===== src/rtl/lsp_pkg.sv =====
package lsp_pkg;
  parameter int unsigned TAG_W = 4;

  typedef logic [TAG_W-1:0] tag_t;

  typedef struct packed {
    logic v;
    logic wr;
    logic ld;
    logic st;
    tag_t tag;
  } slot_t;
endpackage


===== src/rtl/lsp_mem_track.sv =====
// Tracks one kind of memory access across the window from its issue stage
// to its check stage. Index 0 is the issue stage, index LAT the check stage.
module lsp_mem_track #(
  parameter int unsigned LAT   = 2,
  parameter int unsigned TAG_W = 4
) (
  input  logic                      clk,
  input  logic                      rst,
  input  logic                      adv,
  input  logic [LAT:0]              op,
  input  logic [LAT:0][TAG_W-1:0]   tags,
  input  logic                      rsp_valid,
  input  logic [TAG_W-1:0]          rsp_tag,
  output logic                      req_valid,
  output logic [TAG_W-1:0]          req_tag,
  output logic                      stall
);
  logic [LAT:0] done_q;
  logic [LAT:0] done_eff;
  logic         sent_q;

  always_comb begin
    for (int k = 0; k <= LAT; k++) begin
      done_eff[k] = done_q[k] | (rsp_valid && op[k] && (tags[k] == rsp_tag));
    end
  end

  assign req_valid = op[0] && !sent_q;
  assign req_tag   = tags[0];
  assign stall     = op[LAT] && !done_eff[LAT];

  always_ff @(posedge clk) begin
    if (rst) begin
      done_q <= '0;
      sent_q <= 1'b0;
    end else if (adv) begin
      sent_q    <= 1'b0;
      done_q[0] <= 1'b0;
      for (int k = 1; k <= LAT; k++) begin
        done_q[k] <= done_eff[k-1];
      end
    end else begin
      sent_q <= sent_q | req_valid;
      done_q <= done_eff;
    end
  end
endmodule


===== src/rtl/lsp_wb_fifo.sv =====
module lsp_wb_fifo #(
  parameter int unsigned DEPTH = 2,
  parameter int unsigned TAG_W = 4
) (
  input  logic                             clk,
  input  logic                             rst,
  input  logic                             push,
  input  logic [TAG_W-1:0]                 push_tag,
  input  logic                             grant,
  output logic                             room,
  output logic                             out_valid,
  output logic [TAG_W-1:0]                 out_tag,
  output logic [$clog2(DEPTH+1)-1:0]       level
);
  localparam int unsigned AW    = (DEPTH > 1) ? $clog2(DEPTH) : 1;
  localparam int unsigned LVL_W = $clog2(DEPTH+1);

  logic [TAG_W-1:0] mem [DEPTH];
  logic [AW-1:0]    wr_ptr, rd_ptr;
  logic             pop;

  assign pop  = (level != '0) && grant;
  assign room = (level != LVL_W'(DEPTH)) || pop;

  always_ff @(posedge clk) begin
    if (push) mem[wr_ptr] <= push_tag;
  end

  always_ff @(posedge clk) begin
    out_tag <= mem[rd_ptr];
  end

  always_ff @(posedge clk) begin
    if (rst) begin
      wr_ptr    <= '0;
      rd_ptr    <= '0;
      level     <= '0;
      out_valid <= 1'b0;
    end else begin
      out_valid <= pop;
      if (push) wr_ptr <= (wr_ptr == AW'(DEPTH-1)) ? '0 : wr_ptr + 1'b1;
      if (pop)  rd_ptr <= (rd_ptr == AW'(DEPTH-1)) ? '0 : rd_ptr + 1'b1;
      level <= level + LVL_W'(push) - LVL_W'(pop);
    end
  end
endmodule


===== src/rtl/lsp_pipe.sv =====
module lsp_pipe
  import lsp_pkg::*;
#(
  parameter int unsigned DEPTH     = 5,
  parameter int unsigned LD_STAGE  = 1,
  parameter int unsigned LD_LAT    = 2,
  parameter int unsigned ST_STAGE  = 2,
  parameter int unsigned ST_LAT    = 1,
  parameter int unsigned WBQ_DEPTH = 2,
  parameter int unsigned CNT_W     = 16
) (
  input  logic             clk,
  input  logic             rst,
  input  logic             mode_pipelined,
  input  logic             in_valid,
  output logic             in_ready,
  input  logic [TAG_W-1:0] in_tag,
  input  logic             in_wr,
  input  logic             in_ld,
  input  logic             in_st,
  output logic             ld_req_valid,
  output logic [TAG_W-1:0] ld_req_tag,
  input  logic             ld_rsp_valid,
  input  logic [TAG_W-1:0] ld_rsp_tag,
  output logic             st_req_valid,
  output logic [TAG_W-1:0] st_req_tag,
  input  logic             st_rsp_valid,
  input  logic [TAG_W-1:0] st_rsp_tag,
  input  logic             wr_grant,
  output logic             wb_valid,
  output logic [TAG_W-1:0] wb_tag,
  output logic             retire_valid,
  output logic [TAG_W-1:0] retire_tag,
  output logic [CNT_W-1:0] mem_stall_cycles
);
  localparam int unsigned LVL_W = $clog2(WBQ_DEPTH+1);

  slot_t            stg_q [DEPTH];
  slot_t            last;
  slot_t            new_slot;
  logic [DEPTH-1:0] stg_v;
  logic             upper_busy;
  logic             ld_stall, st_stall, mem_stall;
  logic             wbq_room, wb_block, stall, adv, accept, push;
  logic [LVL_W-1:0] wbq_level;

  assign last = stg_q[DEPTH-1];

  always_comb begin
    for (int i = 0; i < DEPTH; i++) stg_v[i] = stg_q[i].v;
  end
  assign upper_busy = |stg_v[DEPTH-2:0];

  assign mem_stall = ld_stall | st_stall;
  assign wb_block  = last.v && last.wr && !wbq_room;
  assign stall     = mem_stall | wb_block;
  assign adv       = !stall;

  assign in_ready = mode_pipelined ? (adv || !stg_q[0].v) : (adv && !upper_busy);
  assign accept   = in_valid && in_ready;
  assign push     = adv && last.v && last.wr;

  always_comb begin
    new_slot     = '0;
    new_slot.v   = 1'b1;
    new_slot.wr  = in_wr;
    new_slot.ld  = in_ld;
    new_slot.st  = in_st;
    new_slot.tag = in_tag;
  end

  // Memory read window
  logic [LD_LAT:0]            ld_op;
  logic [LD_LAT:0][TAG_W-1:0] ld_tags;
  for (genvar k = 0; k <= LD_LAT; k++) begin : g_ld_win
    assign ld_op[k]   = stg_q[LD_STAGE+k].v && stg_q[LD_STAGE+k].ld;
    assign ld_tags[k] = stg_q[LD_STAGE+k].tag;
  end

  lsp_mem_track #(.LAT(LD_LAT), .TAG_W(TAG_W)) u_ld_trk (
    .clk(clk), .rst(rst), .adv(adv), .op(ld_op), .tags(ld_tags),
    .rsp_valid(ld_rsp_valid), .rsp_tag(ld_rsp_tag),
    .req_valid(ld_req_valid), .req_tag(ld_req_tag), .stall(ld_stall)
  );

  // Memory write window
  logic [ST_LAT:0]            st_op;
  logic [ST_LAT:0][TAG_W-1:0] st_tags;
  for (genvar k = 0; k <= ST_LAT; k++) begin : g_st_win
    assign st_op[k]   = stg_q[ST_STAGE+k].v && stg_q[ST_STAGE+k].st;
    assign st_tags[k] = stg_q[ST_STAGE+k].tag;
  end

  lsp_mem_track #(.LAT(ST_LAT), .TAG_W(TAG_W)) u_st_trk (
    .clk(clk), .rst(rst), .adv(adv), .op(st_op), .tags(st_tags),
    .rsp_valid(st_rsp_valid), .rsp_tag(st_rsp_tag),
    .req_valid(st_req_valid), .req_tag(st_req_tag), .stall(st_stall)
  );

  lsp_wb_fifo #(.DEPTH(WBQ_DEPTH), .TAG_W(TAG_W)) u_wbq (
    .clk(clk), .rst(rst), .push(push), .push_tag(last.tag),
    .grant(wr_grant), .room(wbq_room),
    .out_valid(wb_valid), .out_tag(wb_tag), .level(wbq_level)
  );

  always_ff @(posedge clk) begin
    if (rst) begin
      for (int i = 0; i < DEPTH; i++) stg_q[i] <= '0;
      retire_valid     <= 1'b0;
      retire_tag       <= '0;
      mem_stall_cycles <= '0;
    end else begin
      retire_valid <= adv && last.v && !last.wr;
      retire_tag   <= last.tag;
      if (adv) begin
        for (int i = 1; i < DEPTH; i++) stg_q[i] <= stg_q[i-1];
        stg_q[0] <= accept ? new_slot : '0;
      end else if (accept) begin
        stg_q[0] <= new_slot;
      end
      if (mem_stall && (mem_stall_cycles != {CNT_W{1'b1}}))
        mem_stall_cycles <= mem_stall_cycles + 1'b1;
    end
  end
endmodule


===== config.mk =====
export PLATFORM = sky130hd
export DESIGN_NAME = lsp_pipe
export DESIGN_NICKNAME = d
export VERILOG_FILES = /design/src/rtl/lsp_pkg.sv /design/src/rtl/lsp_mem_track.sv /design/src/rtl/lsp_wb_fifo.sv /design/src/rtl/lsp_pipe.sv
export SDC_FILE = /design/constraint.sdc
export NUM_CORES = 1
export LEC_CHECK = 0
export ABC_CLOCK_PERIOD_IN_PS = 2950
export BUFFER_PORTS_ARGS = -buffer_cell sky130_fd_sc_hd__buf_2
export CAP_MARGIN = 40
export CORE_ASPECT_RATIO = 0.75
export CORE_MARGIN = 2
export CORE_UTILIZATION = 58
export CTS_BUF_LIST = sky130_fd_sc_hd__clkbuf_8
export DETAILED_ROUTE_END_ITERATION = 10
export PLACE_DENSITY = 0.83
export SLEW_MARGIN = 15
export SYNTH_ARGS = -nofsm -noshare
export SYNTH_HDL_FRONTEND = slang
export SYNTH_SLANG_ARGS = --single-unit

===== constraint.sdc =====
create_clock -name clk -period 2.95 [get_ports clk]
set_input_delay 0.1475 -clock clk [delete_from_list [all_inputs] [get_ports clk]]
set_output_delay 0.1475 -clock clk [all_outputs]
set_load 0.02 [all_outputs]

==> impl_metrics.yaml, run 1 <==
finish:
  final_area_um2: 4260
  antenna-diode-count: 0
  nets: 393
  syn2layout_area_growth_pct: 13.8
  drive_gt1_share_pct: 27.1
yosys:
  synth_top_area_cell: "edfxtp_1"
  synth_edf_count: 46
  synth.cell_area_um2: 3740
  synth.most_common_cell: "edfxtp_1"
  syn_inst: 315
  ys.flop_type: "edfxtp_1"
  synthTopCellsByArea: "edfxtp_1 37%, dfxtp_1 20%, nor2b_1 7.4%"
  syn_nets: 340
  synth.top_cell.area_share_pct: 36.9
  synth.distinct_cells: 52
  ys_seq_elements: 83
  synth_common_cells: "46 x edfxtp_1, 44 x nor2b_1, 37 x dfxtp_1"
  seq_area_frac_synth_pct: 56.7
  synth_area_per_cell_um2: 11.9
  ys_warn_count: 0
  async_flop_share_pct: 0
drt:
  postRouteAntennaNets: 0
  drc: 0
  routedWlPerCell_um: 14.2
  first_pass_iters: 4
  viasPerCell: 5.33
  drt_iter0_markers: 124
  wl_um: 6460
  dr_total_vias: 2421
flow_run:
  cap_violations: 0
sta:
  rsz0062_at_grt: "no"
  drv_slew: 0
  max_freq_ghz: 0.419
  fin_crit_ns: 2.39
  min_period_over_period_pct: 81.0
  finalSetupViolations: 0
  setup_ws_ns: 0.561
  skew_ns: 0.0106
  finalSetupTns_ns: 0
  worstMarginPinSlew_ns: 0.770
  finalHoldViolations: 0
  slew_headroom_pct: 48.7
placement:
  dp_hpwl_um: 4500
  placed_area_um2: 4040
  place_worst_setup_slack_ns: 0.575
  io_buffers: 58
  finalWeightedCongestion: 0.741
floorplan:
  num_rows: 25
  die_w_um: 96.8
  core_um2: 6290
  fp.dieH_um: 73.6
  die_area_um2: 7120
  ios: 59
  initial_utilization_pct: 59.6
global_route:
  antenna_found_initial: 0
  grt_pass1_vias: 2263
  grt_first_pass_wirelength_um: 10600
  grt_max_degree: 43
  gr-usage-all-layers_pct: 19.3
  overflow: 0
pwr:
  netSwitchingPower_mw: 0.526
  leakage_nw: 1.79
  internal-power_mw: 1.81
  ir_worst_vdd_v: 0.000318
  p_seq_share_pct: 54.7
  pwr-share-clk_pct: 38.3
  pwr_density_cell_nw_per_um2: 547
  pwr-share-comb_pct: 7.1
  switching_share_pct: 22.6
clock_network:
  cts-buffers-inserted: 9
  cts_hold_buf: 0
  postCtsResizedCells: 0
  cts.clk_slew.worst_paths_ns: 0.09
  clock_latency_ns: 0.35
  clock_sinks: 83
  h-tree-depth: 3
  cts_root_buffer: "clkbuf_8"
  postCtsSetupBuffers: 0
  cts_tree: "done"
  clock_path_buffers: 2
worst_setup_path:
  crit_arrival_ns: 2.60
  cp-start-kind: "flip-flop"
  cpMaxStageDelayCell: "o211ai_2"
  critPathMaxFanout: 11
  r2r-end: "u_wbq.level[1]$_SDFF_PP0_"
  worstPathRequired_ns: 3.16
  end_kind: "flip-flop"
  path_class: "flip-flop to flip-flop"
  rr_startpoint: "stg_q[0][27]$_SDFFCE_PN0P_"
  r2r_setup_slack_ns: 0.56
  slowest_delay_ns: 0.51
  crit_chain: "xor2_1 > nor3_4 > and2_2 > o211ai_2 > nor2_1 > ha_1 > xor2_1 > xnor2_1 > nor2_1"
  reg2reg_depth: 9
status:
  status: "finished clean"
hold_path:
  worstHoldStart: "in_tag[2]"
  hold_path_end: "stg_q[0][2]$_SDFFCE_PN0P_"
  min_path_cells: 2
  worstHoldPathType: "primary input to flip-flop"
==> state kept, by name, summed over array words and instances, names as in the netlist, 2 cells and up <==
register,flops
mem_stall_cycles,16
retire_tag,4
stg_q,38
u_ld_trk.done_q,3
u_st_trk.done_q,2
u_wbq.level,2
u_wbq.mem,8
u_wbq.out_tag,4
==> cells in the final DEF (no fill, tap or decap), types with 2 or more instances in the layout <==
master	instances
nor3_4	2
nand3_1	7
buf_4	2
or4_1	4
inv_1	6
a41oi_1	2
xor2_1	19
o31ai_1	5
nand2_1	12
mux2_2	7
nor3_2	2
nand4_1	2
edfxtp_1	46
xnor2_1	9
buf_2	58
mux2_4	2
a31oi_1	3
clkinv_4	3
clkbuf_8	9
and2_1	10
nor4_1	3
o21ai_0	7
nor2b_1	44
a211oi_4	2
nor2_1	26
nor3_1	5
ha_1	3
nand3b_1	3
bufinv_16	2
a21oi_1	7
dfxtp_1	37
==> stage by stage <==
step           utilization, %  total power [mW]  instances  hold WS, ns
5_1_grt                  67.8              2.42        454       0.0566
4_1_cts                  67.8              2.35        454       0.0515
2_1_floorplan               -              1.42        315        0.308
3_3_place_gp             64.2              1.46        438        0.426
3_5_place_dp             64.2              1.47        438        0.430
6_report                 67.8              2.33        454       0.0731
==> per-layer routing <==
layer | wire [um] | GRT usage [%]
met1 | 2850 | 23.8
met3 | 316 | 5.61
met4 | 22 | 7.98
met2 | 3280 | 32.5
met5 | 0 | 0
==> power groups by stage <==
stage | Sequential (mW) | Combinational [mW] | Clock [mW]
2_1_floorplan | 1.30 | 0.113 | 0
3_3_place_gp | 1.30 | 0.161 | 0
3_5_place_dp | 1.30 | 0.166 | 0
4_1_cts | 1.27 | 0.167 | 0.911
5_1_grt | 1.28 | 0.186 | 0.952
6_report | 1.27 | 0.165 | 0.892
==> worst max-delay path: cells and delay by family (launching register included) <==
kind	cells	cell delay [ns]
adders and majority gates	1	0.24
AOI/OAI and AO/OA	1	0.51
xor gates and xnor gates	3	0.56
DFF	1	0.44
and+or+nand+nor	4	0.50
==> final cells by class <==
type,count,area [um2]
Clock buffer,9,124
Fill cell,449,2030
Inverter,6,22.5
Clock inverter,7,100
Multi-Input combinational cell,208,1490
Timing Repair Buffer,60,305
Sequential cell,83,2120
Tap cell,81,101
==> how the worst max path moves through the flow <==
stage	startpoint	to	slack, ns	cells after the start
global placement	stg_q[0][27]$_SDFFCE_PN0P_	u_wbq.level[1]$_SDFF_PP0_	0.65	9
CTS	stg_q[0][27]$_SDFFCE_PN0P_	u_wbq.level[1]$_SDFF_PP0_	0.57	9
detailed placement	stg_q[0][27]$_SDFFCE_PN0P_	u_wbq.level[1]$_SDFF_PP0_	0.58	9
floorplan	stg_q[0][25]$_SDFFCE_PN0P_	stg_q[0][0]$_SDFFCE_PN0P_	0.27	7
finish	stg_q[0][27]$_SDFFCE_PN0P_	u_wbq.level[1]$_SDFF_PP0_	0.56	9
global route	stg_q[0][26]$_SDFFCE_PN0P_	u_wbq.level[1]$_SDFF_PP0_	0.39	9
==> logic make-up (layout without fill, tap and decap cells) <==
group | count (synthesis) | after routing | synth area share (%)
XOR/XNOR | 28 | 28 | 6.55
buffers and inverters | 24 | 82 | 3.68
multiplexers | 10 | 10 | 3.17
flip-flops | 83 | 83 | 56.7
AND/OR/NAND/NOR | 131 | 131 | 21.1
adder cells (fa/ha/maj) | 3 | 3 | 1.00
AO/OA/AOI/OAI | 36 | 36 | 7.79
No activity file was read; power rests on OpenSTA's default activity.
==> run 2: changes to the inputs <==
--- a/config.mk
+++ b/config.mk
@@ -5,15 +5,16 @@
 export SDC_FILE = /design/constraint.sdc
 export NUM_CORES = 1
 export LEC_CHECK = 0
-export ABC_CLOCK_PERIOD_IN_PS = 2950
+export ABC_AREA = 1
+export ABC_CLOCK_PERIOD_IN_PS = 2450
 export BUFFER_PORTS_ARGS = -buffer_cell sky130_fd_sc_hd__buf_2
 export CAP_MARGIN = 40
 export CORE_ASPECT_RATIO = 0.75
 export CORE_MARGIN = 2
-export CORE_UTILIZATION = 58
+export CORE_UTILIZATION = 59
 export CTS_BUF_LIST = sky130_fd_sc_hd__clkbuf_8
 export DETAILED_ROUTE_END_ITERATION = 10
-export PLACE_DENSITY = 0.83
+export PLACE_DENSITY = 0.84
 export SLEW_MARGIN = 15
 export SYNTH_ARGS = -nofsm -noshare
 export SYNTH_HDL_FRONTEND = slang
==> constraint.sdc (replaced) <==
create_clock -name clk -period 2.45 [get_ports clk]
set_input_delay 0.1225 -clock clk [delete_from_list [all_inputs] [get_ports clk]]
set_output_delay 0.1225 -clock clk [all_outputs]
set_load 0.02 [all_outputs]
==> run 2 against run 1 <==
  * Worst setup slack lost 0.33 ns
  * Die area rose by 0.76%
  * Highest routed layer unchanged
  * Sequential share of layout area fell by 1.4 points
==> impl_metrics.yaml, run 2 <==
status:
  status: "finished clean"
yosys:
  syn_nets: 458
  ys.flop_type: "edfxtp_1"
  synth.distinct_cells: 29
  synth_edf_count: 46
  synth.cell_area_um2: 3840
  synthTopCellsByArea: "edfxtp_1 36%, dfxtp_1 19%, inv_1 7.7%"
  syn_inst: 433
  synth_area_per_cell_um2: 8.87
  async_flop_share_pct: 0
  synth.top_cell.area_share_pct: 36.0
  ys_warn_count: 0
  synth.most_common_cell: "inv_1"
  synth_common_cells: "79 x inv_1, 73 x nand2_1, 67 x nor2_1"
  ys_seq_elements: 83
  seq_area_frac_synth_pct: 55.3
  synth_top_area_cell: "edfxtp_1"
flow_run:
  cap_violations: 0
drt:
  wl_um: 7340
  postRouteAntennaNets: 0
  drt_iter0_markers: 163
  dr_total_vias: 2921
  drc: 0
  first_pass_iters: 4
  viasPerCell: 5.08
  routedWlPerCell_um: 12.8
sta:
  finalHoldViolations: 0
  fin_crit_ns: 2.22
  rsz0062_at_grt: "no"
  finalSetupViolations: 0
  worstMarginPinSlew_ns: 0.580
  finalSetupTns_ns: 0
  max_freq_ghz: 0.451
  slew_headroom_pct: 61.3
  skew_ns: 0.00686
  min_period_over_period_pct: 90.6
  whs_ns: 0.0668
  drv_slew: 0
clock_network:
  clock_latency_ns: 0.35
  cts.clk_slew.worst_paths_ns: 0.08
  cts_tree: "done"
  postCtsResizedCells: 0
  cts_hold_buf: 0
  clock_path_buffers: 2
  clock_sinks: 83
  cts-buffers-inserted: 9
  postCtsSetupBuffers: 0
  cts_root_buffer: "clkbuf_8"
  h-tree-depth: 3
global_route:
  grt_max_degree: 37
  overflow: 0
  grt_first_pass_wirelength_um: 12300
  grt_pass1_vias: 2702
  gr-usage-all-layers_pct: 21.9
  antenna_found_initial: 0
pwr:
  leakage_nw: 2.00
  ir_worst_vdd_v: 0.000406
  pwr_density_cell_nw_per_um2: 634
worst_setup_path:
  path_class: "flip-flop to flip-flop"
  worstPathRequired_ns: 2.70
  critPathMaxFanout: 16
  crit_arrival_ns: 2.47
  cp-start-kind: "flip-flop"
  end_kind: "flip-flop"
finish:
  drive_gt1_share_pct: 18.8
  nets: 514
  top_register: "stg_q"
  syn2layout_area_growth_pct: 14.0
  final_cell_mix: "79 x inv_1, 73 x nand2_1, 67 x nor2_1"
  antenna-diode-count: 0
  largestRegisters: "stg_q: 38 flops, mem_stall_cycles: 16 flops, u_wbq.mem: 8 flops"
  largest_reg_flops: 38
  layout_commonest_cell: "inv_1"
  fillers: 494
placement:
  dp_hpwl_um: 5270
  io_buffers: 58
  finalWeightedCongestion: 0.858
floorplan:
  num_rows: 25
  initial_utilization_pct: 61.1
  core_um2: 6290
  fp.dieH_um: 73.9
  die_area_um2: 7180
  die_w_um: 97.2
  ios: 59
hold_path:
  worstHoldPathType: "primary input to flip-flop"
run 2: layout make-up:
cell class | count | area [um2] | share of cell area (%)
sequential | 83 | 2120 | 48.5
clock inverter | 7 | 91.3 | 2.09
tap | 81 | 101 | 2.31
multi-input combinational | 253 | 1300 | 29.8
inverter | 79 | 297 | 6.77
timing repair buffer | 63 | 340 | 7.77
clock buffer | 9 | 124 | 2.83
run 2: final timing paths:
| kind | slack, ns | end | depth (start not counted) | from |
|---|---|---|---|---|
| max | 0.23 | mem_stall_cycles[0]$_SDFFE_PP0P_ | 9 | mem_stall_cycles[0]$_SDFFE_PP0P_ |
| min | 0.07 | stg_q[0][3]$_SDFFCE_PN0P_ | 3 | in_tag[3] |
| max reg2reg | 0.23 | mem_stall_cycles[0]$_SDFFE_PP0P_ | 9 | mem_stall_cycles[0]$_SDFFE_PP0P_ |
| min reg2reg | 0.44 | u_wbq.out_tag[1]$_DFF_P_ | 2 | u_wbq.mem[0][1]$_DFFE_PP_ |
run 2: cell families (layout without fill, tap and decap cells):
family / count (synthesis) / after routing / synth area share (%)
flip-flops: 83 / 83 / 55.3
adder cells (fa/ha/maj): 3 / 3 / 0.978
XOR/XNOR: 26 / 26 / 5.93
AND/OR/NAND/NOR: 190 / 190 / 21.4
AO/OA/AOI/OAI: 34 / 34 / 5.64
buffers and inverters: 97 / 158 / 10.8
run 2: critical path: stages, from the launching register on:
cell	delay (ns)
dfxtp_1	0.42
ha_1	0.21
inv_1	0.09
nor3_4	0.26
nand2_2	0.08
or3_1	0.58
nand2_8	0.22
inv_1	0.08
nor2_1	0.12
nor2_1	0.06
run 2: per-layer routing:
| metal | track usage (%) | vias to the layer above | routed length [um] |
|---|---|---|---|
| met5 | 0 | - | 0 |
| met4 | 7.82 | 0 | 152 |
| met3 | 7.04 | 15 | 399 |
| met2 | 35.3 | 80 | 3430 |
| met1 | 28.3 | 1354 | 3350 |
| li1 | - | 1472 | - |
run 2: metrics by stage:
step | std cells | setup WS (ns) | utilization (%) | cell area [um2] | power [mW]
3_3_place_gp | 559 | 0.401 | 66.2 | 4160 | 1.74
3_5_place_dp | 559 | 0.255 | 66.2 | 4160 | 1.75
5_1_grt | 575 | 0.0169 | 69.7 | 4380 | 2.88
4_1_cts | 575 | 0.234 | 69.7 | 4380 | 2.79
6_report | 575 | 0.231 | 69.7 | 4380 | 2.78
2_1_floorplan | 433 | 0.273 | - | 3840 | 1.69
run 2: report_power, final:
part / switching, mW / total [mW] / internal (mW) / leakage (nW)
combinational: 0.121 / 0.189 / 0.0682 / 1.07
clock: 0.484 / 1.06 / 0.572 / 0.111
sequential: 0.0256 / 1.53 / 1.51 / 0.827
==> run 3: changes to the inputs <==
--- a/config.mk
+++ b/config.mk
@@ -14,7 +14,7 @@
 export CORE_UTILIZATION = 59
 export CTS_BUF_LIST = sky130_fd_sc_hd__clkbuf_8
 export DETAILED_ROUTE_END_ITERATION = 10
-export PLACE_DENSITY = 0.84
+export PLACE_DENSITY = 0.8
 export SLEW_MARGIN = 15
 export SYNTH_ARGS = -nofsm -noshare
 export SYNTH_HDL_FRONTEND = slang
==> run 3 against run 2 <==
  * Combinational power is essentially flat
  * Sequential share of layout area is essentially flat
  * Clock skew grew 0.0027 ns
  * Register-to-register slack gained 0.06 ns
  * Maximum frequency grew 2.5%
  * Critical path depth is the same
  * Highest routed layer unchanged
==> impl_metrics.yaml, run 3 (same netlist as run 2, synthesis figures left out) <==
sta:
  setup_ws_ns: 0.286
  max_freq_ghz: 0.462
  whs_ns: 0.0561
  finalHoldViolations: 0
  min_period_over_period_pct: 88.3
  rsz0062_at_grt: "no"
  finalSetupViolations: 0
  drv_slew: 0
  fin_crit_ns: 2.16
  worstMarginPinSlew_ns: 0.554
  finalSetupTns_ns: 0
  slew_headroom_pct: 63.1
  skew_ns: 0.00955
global_route:
  grt_max_degree: 37
  antenna_found_initial: 0
  gr-usage-all-layers_pct: 21.8
  grt_first_pass_wirelength_um: 12100
  grt_pass1_vias: 2650
  overflow: 0
drt:
  drc: 0
  routedWlPerCell_um: 12.9
  wl_met2_um: 3550
  wl_met1_um: 3340
  topRoutingLayerUsed: "met4"
  first_pass_iters: 4
  met3_length_um: 502
  dr_total_vias: 2889
  viasPerCell: 5.02
  wl_um: 7450
  drt_iter0_markers: 176
  postRouteAntennaNets: 0
pwr:
  switching_share_pct: 24.9
  leakage_nw: 2.01
  p_seq_share_pct: 55.7
  ir_worst_vdd_v: 0.000395
  pwr-share-clk_pct: 37.4
  internal-power_mw: 2.07
  pwr_density_cell_nw_per_um2: 628
  pwr-share-comb_pct: 6.9
  netSwitchingPower_mw: 0.684
clock_network:
  cts_hold_buf: 0
  clock_latency_ns: 0.36
  cts-buffers-inserted: 9
  clock_sinks: 83
  cts_root_buffer: "clkbuf_8"
  postCtsSetupBuffers: 0
  cts_tree: "done"
  h-tree-depth: 3
  cts.clk_slew.worst_paths_ns: 0.09
  clock_path_buffers: 2
  postCtsResizedCells: 0
worst_setup_path:
  rr_startpoint: "mem_stall_cycles[0]$_SDFFE_PP0P_"
  critPathMaxFanout: 16
  worstPathRequired_ns: 2.71
  path_class: "flip-flop to flip-flop"
  end_kind: "flip-flop"
  cp-startpoint: "mem_stall_cycles[0]$_SDFFE_PP0P_"
  cp-start-kind: "flip-flop"
  crit_arrival_ns: 2.42
hold_path:
  worstHoldStart: "in_ld"
  worstHoldPathType: "primary input to flip-flop"
finish:
  final_cell_mix: "79 x inv_1, 73 x nand2_1, 67 x nor2_1"
  nets: 515
  drive_gt1_share_pct: 19.2
  fillers: 502
  largest_reg_flops: 38
  largestRegisters: "stg_q: 38 flops, mem_stall_cycles: 16 flops, u_wbq.mem: 8 flops"
  top_register: "stg_q"
  syn2layout_area_growth_pct: 14.0
  fin_util_pct: 69.6
  layout_commonest_cell: "inv_1"
  antenna-diode-count: 0
  stdcell_count: 576
floorplan:
  ios: 59
  initial_utilization_pct: 61.1
  fp.dieH_um: 73.9
  die_w_um: 97.2
  core_um2: 6290
  die_area_um2: 7180
  num_rows: 25
placement:
  place_worst_setup_slack_ns: 0.299
  dp_hpwl_um: 5260
  placed_cells: 560
  finalWeightedCongestion: 0.885
  io_buffers: 58
flow_run:
  cap_violations: 0
status:
  status: "finished clean"
run 3: changes by cell type in the layout (fill, tap and decap cells not counted):
cell	delta
inv_4	+1
buf_4	+1
bufinv_16	-1
clkinv_2	-2
clkinv_1	-1
inv_6	+2
inv_8	+1
run 3: final cells by class:
class	count	area, um2	share of cell area (%)
Clock inverter	7	82.6	1.89
Inverter	79	297	6.77
Timing Repair Buffer	64	348	7.95
Tap cell	81	101	2.31
Clock buffer	9	124	2.83
Multi-Input combinational cell	253	1300	29.8
Sequential cell	83	2120	48.5
run 3: layer usage:
layer	vias up	track usage, %
met1	1318	27.4
met2	90	35.8
li1	1474	-
met3	7	7.80
met5	-	0
met4	0	7.04
run 3: critical path, cell delays in order, from the launching register on:
cell and delay (ns):
dfxtp_1 0.41, ha_1 0.20, inv_1 0.10, nor3_4 0.27
nand2_2 0.09, or3_1 0.57, nand2_8 0.22, inv_1 0.07
nor2_1 0.08, nor2_1 0.05
run 3: worst paths after layout:
kind / end / slack [ns] / depth (start not counted)
max: mem_stall_cycles[0]$_SDFFE_PP0P_ / 0.29 / 9
min reg2reg: u_wbq.out_tag[0]$_DFF_P_ / 0.46 / 2
min: stg_q[0][5]$_SDFFCE_PN0P_ / 0.06 / 3
max reg2reg: mem_stall_cycles[0]$_SDFFE_PP0P_ / 0.29 / 9
run 3: stage by stage:
step,total power [mW],cell area (um2)
3_3_place_gp,1.74,4170
6_report,2.75,4380
2_1_floorplan,1.69,3840
4_1_cts,2.77,4380
3_5_place_dp,1.75,4170
5_1_grt,2.86,4380
run 3: power by group through the flow:
| stage | registers (mW) | logic, mW | clock network, mW |
|---|---|---|---|
| 6_report | 1.53 | 0.190 | 1.03 |
| 5_1_grt | 1.54 | 0.215 | 1.11 |
| 4_1_cts | 1.53 | 0.192 | 1.05 |
| 3_5_place_dp | 1.56 | 0.189 | 0 |
| 3_3_place_gp | 1.56 | 0.182 | 0 |
| 2_1_floorplan | 1.57 | 0.121 | 0 |
